<file path="config.mk">
export PLATFORM = sky130hd
export DESIGN_NAME = pswallow_divider
export DESIGN_NICKNAME = d
export VERILOG_FILES = /design/src/rtl/pswallow_pkg.sv /design/src/rtl/pswallow_prescaler.sv /design/src/rtl/pswallow_swallow_ctr.sv /design/src/rtl/pswallow_pulse_ctr.sv /design/src/rtl/pswallow_divider.sv
export SDC_FILE = /design/constraint.sdc
export NUM_CORES = 1
export LEC_CHECK = 0
export BUFFER_PORTS_ARGS = -buffer_cell sky130_fd_sc_hd__clkbuf_2
export CORE_UTILIZATION = 50
export CTS_BUF_LIST = sky130_fd_sc_hd__clkbuf_4 sky130_fd_sc_hd__clkbuf_8
export DETAILED_ROUTE_END_ITERATION = 8
export PLACE_DENSITY = 0.77
export RECOVER_POWER = 100
export SETUP_SLACK_MARGIN = 0.05
export SYNTH_ARGS = -nofsm -noshare
export SYNTH_HDL_FRONTEND = slang
export SYNTH_SLANG_ARGS = --single-unit
</file>
<file path="constraint.sdc">
create_clock -name clk -period 3.4 [get_ports clk]
set_clock_uncertainty 0.05 [all_clocks]
set_input_delay 0.34 -clock clk [delete_from_list [all_inputs] [get_ports clk]]
set_output_delay 0.34 -clock clk [all_outputs]
set_load 0.1 [all_outputs]
</file>
<file path="src/rtl/pswallow_pkg.sv">
package pswallow_pkg;

    // Default widths for the programming words.
    localparam int DEF_N_W   = 6;
    localparam int DEF_CNT_W = 8;

    // Prescaler modulus selection.
    typedef enum logic {
        MOD_BASE = 1'b0,   // divide by N
        MOD_PLUS = 1'b1    // divide by N+1
    } mod_e;

endpackage

</file>
<file path="src/rtl/pswallow_prescaler.sv">
module pswallow_prescaler #(
    parameter int N_W = pswallow_pkg::DEF_N_W
) (
    input  logic           clk,
    input  logic           rst,
    input  logic [N_W-1:0] n_base,
    input  pswallow_pkg::mod_e mod_sel,
    output logic           tick
);
    localparam int PC_W = N_W + 1;

    logic [PC_W-1:0] cnt;
    logic [PC_W-1:0] term;

    // Terminal count: N for modulus N+1, N-1 for modulus N.
    always_comb begin
        if (mod_sel == pswallow_pkg::MOD_PLUS)
            term = {1'b0, n_base};
        else
            term = {1'b0, n_base} - PC_W'(1);
    end

    assign tick = (cnt == term);

    always_ff @(posedge clk) begin
        if (rst || tick)
            cnt <= '0;
        else
            cnt <= cnt + PC_W'(1);
    end

    // The count never passes the larger modulus.
    assert_psc_limit_R2: assert property (@(posedge clk) disable iff (rst)
        cnt <= {1'b0, n_base});

endmodule

</file>
<file path="src/rtl/pswallow_swallow_ctr.sv">
module pswallow_swallow_ctr #(
    parameter int CNT_W = pswallow_pkg::DEF_CNT_W
) (
    input  logic             clk,
    input  logic             rst,
    input  logic             reload,
    input  logic [CNT_W-1:0] s_next,
    input  logic [CNT_W-1:0] s_cur,
    input  logic             tick,
    output pswallow_pkg::mod_e mod_sel
);
    logic [CNT_W-1:0] cnt;
    logic             last_swallow;

    assign last_swallow = ({1'b0, cnt} + (CNT_W+1)'(1)) == {1'b0, s_cur};

    always_ff @(posedge clk) begin
        if (rst || reload) begin
            cnt     <= '0;
            mod_sel <= (s_next != '0) ? pswallow_pkg::MOD_PLUS : pswallow_pkg::MOD_BASE;
        end else if (tick && mod_sel == pswallow_pkg::MOD_PLUS) begin
            cnt <= cnt + CNT_W'(1);
            if (last_swallow)
                mod_sel <= pswallow_pkg::MOD_BASE;
        end
    end

    // Swallowed ticks never exceed the programmed S.
    assert_swallow_bound_R4: assert property (@(posedge clk) disable iff (rst)
        cnt <= s_cur);

    // The modulus drops only on a prescaler tick.
    assert_mod_fall_tick_R4: assert property (@(posedge clk) disable iff (rst)
        $fell(mod_sel) |-> $past(tick));

endmodule

</file>
<file path="src/rtl/pswallow_pulse_ctr.sv">
module pswallow_pulse_ctr #(
    parameter int CNT_W = pswallow_pkg::DEF_CNT_W
) (
    input  logic             clk,
    input  logic             rst,
    input  logic [CNT_W-1:0] p_cur,
    input  logic             tick,
    output logic             period_end
);
    logic [CNT_W-1:0] cnt;

    assign period_end = tick && (({1'b0, cnt} + (CNT_W+1)'(1)) == {1'b0, p_cur});

    always_ff @(posedge clk) begin
        if (rst || period_end)
            cnt <= '0;
        else if (tick)
            cnt <= cnt + CNT_W'(1);
    end

    // Ticks counted stay below P.
    assert_pulse_bound_R2: assert property (@(posedge clk) disable iff (rst)
        cnt < p_cur);

endmodule

</file>
<file path="src/rtl/pswallow_divider.sv">
module pswallow_divider #(
    parameter int N_W   = pswallow_pkg::DEF_N_W,
    parameter int CNT_W = pswallow_pkg::DEF_CNT_W
) (
    input  logic             clk,
    input  logic             rst,
    input  logic [CNT_W-1:0] p_word,
    input  logic [CNT_W-1:0] s_word,
    input  logic [N_W-1:0]   n_word,
    output logic             div_pulse,
    output logic             mod_hi,
    output logic             cfg_err
);
    import pswallow_pkg::*;

    logic [CNT_W-1:0] p_eff, s_eff, p_q, s_q;
    logic [N_W-1:0]   n_q;
    logic             err_in;
    logic             tick, period_end;
    mod_e             mod_sel;

    // Clamp the programming words for the next period.
    always_comb begin
        p_eff  = (p_word == '0) ? CNT_W'(1) : p_word;
        err_in = (s_word > p_eff);
        s_eff  = err_in ? p_eff : s_word;
    end

    // The ratio is latched only at reset or at a period boundary.
    always_ff @(posedge clk) begin
        if (rst || period_end) begin
            p_q     <= p_eff;
            s_q     <= s_eff;
            n_q     <= n_word;
            cfg_err <= err_in;
        end
    end

    always_ff @(posedge clk) begin
        if (rst)
            div_pulse <= 1'b0;
        else
            div_pulse <= period_end;
    end

    pswallow_prescaler #(.N_W(N_W)) u_psc (
        .clk     (clk),
        .rst     (rst),
        .n_base  (n_q),
        .mod_sel (mod_sel),
        .tick    (tick)
    );

    pswallow_swallow_ctr #(.CNT_W(CNT_W)) u_swl (
        .clk     (clk),
        .rst     (rst),
        .reload  (period_end),
        .s_next  (s_eff),
        .s_cur   (s_q),
        .tick    (tick),
        .mod_sel (mod_sel)
    );

    pswallow_pulse_ctr #(.CNT_W(CNT_W)) u_pls (
        .clk        (clk),
        .rst        (rst),
        .p_cur      (p_q),
        .tick       (tick),
        .period_end (period_end)
    );

    assign mod_hi = (mod_sel == MOD_PLUS);

    assert_one_cycle_R3: assert property (@(posedge clk) disable iff (rst)
        div_pulse |=> !div_pulse);

    assert_start_mod_R4: assert property (@(posedge clk) disable iff (rst)
        div_pulse |-> (mod_hi == (s_q != '0)));

    assert_clamp_R7: assert property (@(posedge clk) disable iff (rst)
        cfg_err |-> (s_q == p_q));

    assert_mod_rise_boundary_R8: assert property (@(posedge clk) disable iff (rst)
        $rose(mod_hi) |-> div_pulse);

endmodule

</file>
==> results.yml <==
status:
  status: "complete, no violations"
detailed_routing:
  drtIter0Drc: 147
  vias: 2224
  antenna_left: 0
  post_drt_wl_per_cell_um: 15.5
  avgViaCountPerCell: 5.87
  drc: 0
  drtPass1Iterations: 4
  drt_wl_total_um: 5860
floorplan:
  die_h_um: 77.8
  row_count: 27
  dieArea_mm2: 0.00605
  core_area_mm2: 0.00551
  start_util: 0.521
  die_w_um: 77.8
  io_pins: 27
power:
  p_leak_nw: 1.16
  power.total_mw: 1.23
  max-vdd-ir-drop_mv: 0.222
  power.density_mw_per_mm2: 393
timing:
  rsz0062_at_grt: "no"
  fin_crit_ns: 2.97
  slew_violations: 0
  fmax_mhz: 337
  relSlewSlack: 0.216
  setup_viol: 0
  hold_viol: 0
  setup-tns-final_ns: 0
  worst_pin_slew_ns: 1.18
  fin_crit_sh: 0.874
synth:
  ys_warn_count: 0
  yosys.area.top_type: "edfxtp_1"
  synth_area_leaders: "edfxtp_1 25%, dfxtp_1 17%, xnor2_1 7.6%, ha_1 5.2%, a32o_1 3.5%"
  syn_area_mm2: 0.00287
  synth_flop_cell: "edfxtp_1"
  synth_async_sr_flop_share: 0
  synth-seq-cells: 48
  synth-seq-area-share: 0.419
  synth_cells: 287
  syn-num-nets: 323
  synth_area_per_cell_um2: 10.0
  synthDistinctLibCells: 50
  synth_edf_count: 24
  synth_top_area_share: 0.251
global_route:
  grt_pass1_wl_um: 9940
  antenna_found_initial: 0
  track_usage: 0.210
  overflow: 0
  grt_max_degree: 24
  grt_pass1_vias: 2138
layout:
  drive_gt1_frac: 0.143
  nets: 342
  num_antenna_cells: 0
  area_growth_pct: 8.94
critical_path:
  path_max_fanout: 10
  end_kind: "flop"
  crit_end: "u_pls.cnt[5]"
  setup.worst_path.start: "n_q[0]"
  worstReg2RegEnd: "u_pls.cnt[5]"
  crit_path_start_kind: "flop"
  ff2ff_setup_slack_ns: 0.43
  path_class: "flop to flop"
  r2r_cells: 9
  r2r-start: "n_q[0]"
  worstPathRequired_ns: 3.58
  worstPathArrival_ns: 3.15
placed_design:
  port-buffer-count: 26
  dp_hpwl_um: 4340
  place_congestion: 0.936
cts:
  cts_tree: "built"
  cts-root-buf: "clkbuf_8"
  cts_setup_buffers: 0
  cts_made_buffers: 5
  htreeDepth: 2
  cts.sinks: 48
  cts_resized: 0
  clock_latency_ns: 0.31
  ctsHoldBuffers: 0
  clkTransAtPathRegs_ns: 0.09
  cts_buffer_depth: 2
job:
  maxCapViolCount: 0
hold_path:
  hp-class: "input port to flop"
==> final cells by class <==
type	count	area, um^2
sequential	48	1200
inverter	14	52.6
multi-input combinational	207	1520
timing repair buffer	30	148
clock buffer	5	68.8
fill	487	2380
clock inverter	3	46.3
tap	72	90.1
==> cell usage after synthesis, types with 5 or more instances <==
cell type  number
and2_1          5
xnor2_1        25
nand3_1         9
o21ai_0        15
ha_1           12
clkbuf_1       17
edfxtp_1       24
nor2_1         15
nand2_1        12
xor2_1         10
nor4_1          8
a21oi_1        10
mux2_2          8
nor3b_1         5
inv_1          14
a32o_1         10
and3_1         10
dfxtp_1        24
nand4_1         5
==> worst max-delay path, stage by stage, from the launching register on <==
cell      delay [ns]
edfxtp_1        0.44
inv_1           0.11
ha_1            0.26
nor4b_1         0.34
xnor2_1         0.11
nor4b_1         0.50
o311ai_2        0.43
a21oi_4         0.38
nand3b_1        0.11
a31oi_1         0.17
==> worst min path at each step <==
stage	cells past startpoint	startpoint	to	slack (ns)
floorplan	1	u_psc.cnt[0]	u_psc.cnt[0]	0.39
global placement	2	u_pls.cnt[1]	u_pls.cnt[1]	0.43
detailed placement	2	u_pls.cnt[1]	u_pls.cnt[1]	0.43
CTS	1	n_word[1]	n_q[1]	0.14
global route	1	n_word[2]	n_q[2]	0.14
finish	1	n_word[4]	n_q[4]	0.15
==> layer usage <==
| layer | vias up | GRT usage | wire length [um] |
|---|---|---|---|
| met5 | - | 0 | 0 |
| met4 | 0 | 0.0698 | 61 |
| met3 | 4 | 0.0329 | 252 |
| met2 | 54 | 0.349 | 2750 |
| met1 | 1077 | 0.277 | 2790 |
| li1 | 1089 | - | - |
==> through the flow <==
| step | hold WS, ns | cell area [um^2] | cells | worst slack (ns) | util |
|---|---|---|---|---|---|
| final | 0.152 | 3130 | 379 | 0.429 | 0.568 |
| after global routing | 0.135 | 3130 | 379 | 0.244 | 0.568 |
| after CTS | 0.139 | 3170 | 379 | 0.613 | 0.575 |
| after detailed placement | 0.434 | 3050 | 371 | 0.632 | 0.554 |
| after global placement | 0.425 | 3050 | 371 | 0.706 | 0.554 |
| after floorplan | 0.387 | 2870 | 287 | 0.173 | - |
==> flip-flops by register name, summed over array words and instances, names as in the netlist <==
register       flops
cfg_err            1
u_pls.cnt          8
u_psc.cnt          7
u_swl.cnt          8
s_q                8
n_q                6
p_q                8
div_pulse          1
u_swl.mod_sel      1
==> report_power, final <==
| group | leakage [nW] | internal (mW) | switching [mW] |
|---|---|---|---|
| clock network | 0.0548 | 0.222 | 0.200 |
| registers | 0.429 | 0.636 | 0.0208 |
| logic | 0.676 | 0.0656 | 0.0849 |
==> cells in the final DEF, fill, tap and decap left out, types with 8 or more instances in the layout <==
master    count
xnor2_1      25
edfxtp_1     24
dfxtp_1      24
clkbuf_2     16
o21ai_0      15
nor2_1       15
inv_1        14
ha_1         12
a21oi_1      11
nand2_1      11
xor2_1       10
and3_1       10
a32o_1       10
clkbuf_1     10
nand3_1       9
mux2_2        8
nor4_1        8
==> logic make-up after synthesis <==
family                   share of synthesized area
buffers and inverters                       0.0423
XOR/XNOR                                     0.107
adder cells (fa/ha/maj)                     0.0523
multiplexers                                0.0349
AO/OA/AOI/OAI                                0.156
AND/OR/NAND/NOR                              0.189
flip-flops                                   0.419
Power figures use the tool's default switching activity.
